`src/rtl/dqs_pkg.sv`:
```
package dqs_pkg;

    // One strobe pin as seen at the pad: enable plus two legs.
    typedef struct packed {
        logic oe;
        logic p;
        logic n;
    } pin_drive_t;

    typedef enum logic {
        ROLE_STROBE = 1'b0,
        ROLE_MASK   = 1'b1
    } lane_role_t;

    localparam pin_drive_t PIN_IDLE = '{oe: 1'b0, p: 1'b0, n: 1'b0};

    // Which strobe captures nibble k, given the count of strobes per half.
    function automatic int unsigned nib_strobe(input int unsigned k,
                                               input int unsigned half,
                                               input logic wide);
        int unsigned j;
        j = k / 2;
        if (!wide && (k % 2 == 1))
            return j + half;
        return j;
    endfunction

    // Level driven on an enabled pin for a role and phase.
    function automatic pin_drive_t drive_level(input lane_role_t role,
                                               input logic phase);
        pin_drive_t d;
        d.oe = 1'b1;
        if (role == ROLE_MASK) begin
            d.p = 1'b0;
            d.n = 1'b1;
        end else begin
            d.p = phase;
            d.n = ~phase;
        end
        return d;
    endfunction

endpackage

```
`src/rtl/dqs_lane.sv`:
```
module dqs_lane
    import dqs_pkg::*;
#(
    parameter bit MASK_CAPABLE = 1'b0
) (
    input  logic       clk,
    input  logic       rst,
    input  logic       wide_mode,
    input  logic       wr_win,
    input  logic       rd_win,
    output pin_drive_t pin,
    output logic       cap
);
    logic       phase_q;
    lane_role_t role;

    generate
        if (MASK_CAPABLE) begin : g_mask
            assign role = wide_mode ? ROLE_MASK : ROLE_STROBE;
        end else begin : g_strobe
            assign role = ROLE_STROBE;
        end
    endgenerate

    // The phase advances whenever the window is open, whatever the role.
    always_ff @(posedge clk) begin
        if (rst)
            phase_q <= 1'b0;
        else if (wr_win)
            phase_q <= ~phase_q;
        else
            phase_q <= 1'b0;
    end

    always_ff @(posedge clk) begin
        if (rst) begin
            pin <= PIN_IDLE;
            cap <= 1'b0;
        end else begin
            pin <= wr_win ? drive_level(role, phase_q) : PIN_IDLE;
            cap <= rd_win && (role == ROLE_STROBE);
        end
    end
endmodule

```
`src/rtl/nibble_router.sv`:
```
module nibble_router
    import dqs_pkg::*;
#(
    parameter int unsigned NUM_LANES = 18
) (
    input  logic                 clk,
    input  logic                 rst,
    input  logic                 wide_mode,
    input  logic [NUM_LANES-1:0] rd_win,
    output logic [NUM_LANES-1:0] nib_en
);
    localparam int unsigned HALF = NUM_LANES / 2;

    logic [NUM_LANES-1:0] route_d;

    generate
        for (genvar k = 0; k < NUM_LANES; k++) begin : g_nib
            localparam int unsigned S_NARROW = nib_strobe(k, HALF, 1'b0);
            localparam int unsigned S_WIDE   = nib_strobe(k, HALF, 1'b1);
            assign route_d[k] = wide_mode ? rd_win[S_WIDE] : rd_win[S_NARROW];
        end
    endgenerate

    always_ff @(posedge clk) begin
        if (rst)
            nib_en <= '0;
        else
            nib_en <= route_d;
    end
endmodule

```
`src/rtl/dqs_mask_driver.sv`:
```
module dqs_mask_driver
    import dqs_pkg::*;
#(
    parameter int unsigned NUM_LANES = 18
) (
    input  logic                 clk,
    input  logic                 rst,
    input  logic                 wide_mode,
    input  logic [NUM_LANES-1:0] wr_win,
    input  logic [NUM_LANES-1:0] rd_win,
    output logic [NUM_LANES-1:0] dqs_p,
    output logic [NUM_LANES-1:0] dqs_n,
    output logic [NUM_LANES-1:0] dqs_oe,
    output logic [NUM_LANES-1:0] cap_en,
    output logic [NUM_LANES-1:0] nib_cap_en
);
    localparam int unsigned HALF = NUM_LANES / 2;

    pin_drive_t pins [NUM_LANES];

    generate
        for (genvar i = 0; i < NUM_LANES; i++) begin : g_lane
            dqs_lane #(
                .MASK_CAPABLE(i >= HALF)
            ) u_lane (
                .clk       (clk),
                .rst       (rst),
                .wide_mode (wide_mode),
                .wr_win    (wr_win[i]),
                .rd_win    (rd_win[i]),
                .pin       (pins[i]),
                .cap       (cap_en[i])
            );
            assign dqs_oe[i] = pins[i].oe;
            assign dqs_p[i]  = pins[i].p;
            assign dqs_n[i]  = pins[i].n;
        end
    endgenerate

    nibble_router #(
        .NUM_LANES(NUM_LANES)
    ) u_router (
        .clk       (clk),
        .rst       (rst),
        .wide_mode (wide_mode),
        .rd_win    (rd_win),
        .nib_en    (nib_cap_en)
    );
endmodule

```
`config.mk`:
```
export PLATFORM = sky130hd
export DESIGN_NAME = dqs_mask_driver
export DESIGN_NICKNAME = d
export VERILOG_FILES = /design/src/rtl/dqs_pkg.sv /design/src/rtl/dqs_lane.sv /design/src/rtl/nibble_router.sv /design/src/rtl/dqs_mask_driver.sv
export SDC_FILE = /design/constraint.sdc
export NUM_CORES = 1
export LEC_CHECK = 0
export BUFFER_PORTS_ARGS = -buffer_cell sky130_fd_sc_hd__buf_2
export CAP_MARGIN = 10
export CORE_MARGIN = 2
export CORE_UTILIZATION = 49
export CTS_BUF_LIST = sky130_fd_sc_hd__clkbuf_16
export DETAILED_ROUTE_END_ITERATION = 7
export PLACE_DENSITY = 0.83
export SYNTH_ARGS = -nofsm -noshare
export SYNTH_HDL_FRONTEND = slang
export SYNTH_SLANG_ARGS = --single-unit
```
`constraint.sdc`:
```
create_clock -name clk -period 1.4 [get_ports clk]
set_input_delay 0.21 -clock clk [delete_from_list [all_inputs] [get_ports clk]]
set_output_delay 0.21 -clock clk [all_outputs]
set_load 0.02 [all_outputs]
```
; ---- Word-level counts from Yosys, hierarchy flattened
; Cells that the tools add are included.
[totals]
ff_bits = 99
latch_bits = 0
ram_bits = 0
mem_bits_ro = 0
input_bits = 39
output_inout_bits = 90
memories = 0
[op_classes]
addsub = 0
multipliers = 0
div = 0
order_cmp = 0
n_eq_ne = 0
shifts = 0
muxes = 37
n_bitwise = 37
reduce_logical = 36
[ops]
columns = op, n
row1 = two-way mux 3 bit, 18
row2 = NOT 1 bit, 37
row3 = OR reduction 2 bit, 18
row4 = OR reduction 3 bit, 9
row5 = two-way mux 2 bit, 9
row6 = two-way mux 1 bit, 10
row7 = logical AND 1 bit, 9

; ---- Longest topological paths before layout
[logic_depth]
word_depth = 3
mapped_depth = 4
mapped_depth_nobuf = 2

; ---- Hierarchy
; Synthesis repeated with hierarchy kept, for this count alone.
[unflattened]
hier_cells = 236
hier_area_um2 = 2962.8
[by_module_without_submodules]
columns = module, instances, cells_per_inst, area_each_um2, seq_area_each_um2
row1 = dqs_lane (g_lane[10].u_lane ...), 9, 12, 150.1, 100.1
row2 = dqs_lane (g_lane[0].u_lane ...), 9, 9, 116.4, 80.1
row3 = nibble_router, 1, 47, 564.3, 360.3

; ---- Worst setup path after synthesis
; Ideal clock, no wire load.
[synth_path]
path_kind = input port to flip-flop
start = in rst
end = reg g_lane[9].u_lane.pin[1] in the netlist's numbering
setup_time_ns = 0.072
t_arrival_ns = 0.742
required_ns = 1.328
path_slack_ns = 0.586
stages = 4
path_cell_list = buf_6 buf_6 nand2b_4 nor3b_2
[synth_via]
elab_chain_cells = 1
[synth_rtl]
columns = element, line_no
row1 = from (decl), dqs_mask_driver.sv:7  ; input logic rst,
row2 = OR reduction 3 bit (no source line), --
row3 = to (signal assigned), dqs_lane.sv:40  ; pin <= wr_win ? drive_level(role, phase_q) : PIN_IDLE;
row4 = to (decl), dqs_lane.sv:11  ; output pin_drive_t pin,
; No other way between the ends.
; A chain may end at the register's enable or synchronous reset.

; ---- Worst setup path after layout
[layout_path]
start = reg u_router.nib_en[0]
end = out nib_cap_en[0]
[layout_rtl]
columns = element, line_no
row1 = from (decl), nibble_router.sv:10  ; output logic [NUM_LANES-1:0] nib_en
row2 = from (signal assigned), nibble_router.sv:28  ; nib_en <= route_d;
row3 = to (decl), dqs_mask_driver.sv:15  ; output logic [NUM_LANES-1:0] nib_cap_en
; No word-level cell between the ends.

==> flow_metrics.env <==
export IMPL_worst_setup_path_end_kind="output pin"
export IMPL_syn_to_final_growth_pct=26.3
export IMPL_cp_top_family="flip-flops"
export IMPL_gp_congestion=0.740
export IMPL_grt_pass1_wl_um=7670
export IMPL_hold_buffers=0
export IMPL_routed_wl_um=5030
export IMPL_startpoint_type="flop"
export IMPL_fin_crit_ns=1.05
export IMPL_antenna_found_initial=0
export IMPL_numPortBuffers=128
export IMPL_rsz0062_at_grt="false"
export IMPL_fp_row_count=27
export IMPL_powerDensity_mw_per_mm2=1610
export IMPL_wl_per_cell_um=12.1
export IMPL_place_inst=402
export IMPL_ys_warn_count=0
export IMPL_max_freq_ghz=0.955
export IMPL_via_per_inst=4.33
export IMPL_grt_max_degree=18
export IMPL_overflow=0
export IMPL_setup_ws_ns=0.353
export IMPL_register_area_mm2=0.00180
export IMPL_finalHoldViolations=0
export IMPL_die_area_mm2=0.00635
export IMPL_worstMarginPinSlew_ns=0.384
export IMPL_syn_area_mm2=0.00281
export IMPL_grt_use_total=0.161
export IMPL_cts_buffers=9
export IMPL_synth_fp_nets=281
export IMPL_clockRootBuffer="clkbuf_16"
export IMPL_antenna_left=0
export IMPL_multi_input_comb_area_um2=642
export IMPL_final_period_utilization=0.748
export IMPL_maxCapViolations=0
export IMPL_leakage_nw=1.90
export IMPL_setup_viol=0
export IMPL_slew_headroom=0.744
export IMPL_crit_path_max_incr_delay_ns=0.35
export IMPL_antenna_cells=0
export IMPL_drc=0
export IMPL_cp_num_buf_inv=1
export IMPL_vdd_ir_drop_max_mv=0.924
export IMPL_ios=129
export IMPL_num_vias=1805
export IMPL_dpl_worst_slack_ns=0.173
export IMPL_crit_slowest_cell="dfxtp_1"
export IMPL_nFillCells=445
export IMPL_crit_required_ns=1.19
export IMPL_hpwl_um=3780
export IMPL_criticalPathCategory="flop to output pin"
export IMPL_syn_inst=242
export IMPL_cts_clk_slew_worst_paths_ns=0.06
export IMPL_clk_latency_ns=0.32
export IMPL_cts_setup_buffers=0
export IMPL_layout_drive_gt1_share=0.441
export IMPL_coreArea_mm2=0.00551
export IMPL_cts_htree_levels=3
export IMPL_synth_cell_types=18
export IMPL_clock_skew_ns=0.00215
export IMPL_dr_pass1_iters=4
export IMPL_clkSinkCount=90
export IMPL_status="finished clean"
export IMPL_grt_pass1_vias=1756
export IMPL_finalSetupTns_ns=0
export IMPL_synth_seq_cells=90
export IMPL_instances_no_fill=417
export IMPL_critPathArrivalTime_ns=0.84
export IMPL_path_cells="buf_2"
export IMPL_hold_class="primary input to flop"
export IMPL_drt_initial_drc_count=42
export IMPL_start_util=0.510
export IMPL_yosysSeqAreaShare=0.642
export IMPL_p_total_mw=5.70
export IMPL_cts_resized=0
export IMPL_cts_tree="done"
export IMPL_path_max_fanout=2
export IMPL_cts_path_max_buffers=2
export IMPL_fin_nets=380
export IMPL_die_w_um=79.7
export IMPL_syn_avg_cell_area_um2=11.6
export IMPL_finalMaxSlewViolations=0
export IMPL_die_y_um=79.7
metal layers:
metal  global-route usage  up-vias  share of wire
li1                     -      907              -
met1                0.164      813           0.40
met2                0.292       77           0.50
met3               0.0475        8          0.081
met4               0.0862        0          0.019
met5                    0        -              0
worst paths after layout:
kind / startpoint / endpoint / slack, ns / depth (start not counted)
max: u_router.nib_en[0] / nib_cap_en[0] / 0.35 / 1
min: rd_win[10] / g_lane[10].u_lane.cap / 0.11 / 2
max reg2reg: g_lane[11].u_lane.phase_q / g_lane[11].u_lane.pin[1] / 0.81 / 1
min reg2reg: g_lane[3].u_lane.phase_q / g_lane[3].u_lane.phase_q / 0.42 / 1
synth_stat cells (all sizes together):
library cell	instances	area share
dfxtp	90	0.64
buf	41	0.11
nor2b	27	0.062
nor2	19	0.028
and2	18	0.040
a21oi	9	0.016
inv	9	0.012
mux2i	9	0.032
nand2b	9	0.028
and3	8	0.018
clkbuf	1	0.0018
clkinv	1	0.0013
nor3b	1	0.0045
cells by family (layout without fill, tap and decap cells):
group | Yosys count | count (layout) | synth area share
flip-flops | 90 | 90 | 0.642
AND/OR/NAND/NOR | 82 | 82 | 0.181
AO/OA/AOI/OAI | 9 | 9 | 0.0160
multiplexers | 9 | 9 | 0.0321
buffers and inverters | 52 | 155 | 0.129
flip-flops by register name, indices dropped and copies added (netlist names):
signal                 count
g_lane.u_lane.pin         45
g_lane.u_lane.phase_q     18
u_router.nib_en           18
g_lane.u_lane.cap          9
cell usage in the layout, fill, tap and decap left out:
| cell | n |
|---|---|
| a21oi_1 | 9 |
| and2_1 | 18 |
| and3_1 | 8 |
| buf_2 | 128 |
| buf_4 | 2 |
| bufinv_16 | 2 |
| clkbuf_16 | 9 |
| clkinv_1 | 1 |
| clkinv_4 | 2 |
| clkinvlp_4 | 2 |
| dfxtp_1 | 90 |
| inv_1 | 9 |
| mux2i_1 | 9 |
| nand2b_1 | 6 |
| nand2b_4 | 3 |
| nor2_1 | 18 |
| nor2_4 | 1 |
| nor2b_1 | 25 |
| nor2b_2 | 2 |
| nor3b_2 | 1 |
report_power, final:
part	internal, mW	leakage [nW]	total, mW	switching, mW
logic	0.188	1.00	0.491	0.303
clock network	1.56	0.148	2.48	0.927
registers	2.69	0.744	2.73	0.0434
total	4.43	1.90	5.70	1.27
per-stage QoR:
step | hold WS [ns] | area, um^2 | utilization
after floorplan | 0.315 | 2810 | -
after global placement | 0.414 | 3230 | 0.586
after detailed placement | 0.414 | 3230 | 0.586
after CTS | 0.102 | 3540 | 0.644
after global routing | 0.111 | 3540 | 0.644
final | 0.110 | 3540 | 0.644
final cells by class:
class,count,share of cell area
inverter,10,0.0106
clock inverter,6,0.0261
sequential,90,0.508
multi-input combinational,100,0.181
tap,72,0.0254
timing repair buffer,130,0.185
clock buffer,9,0.0635
No activity file was read; power rests on OpenSTA's default activity.
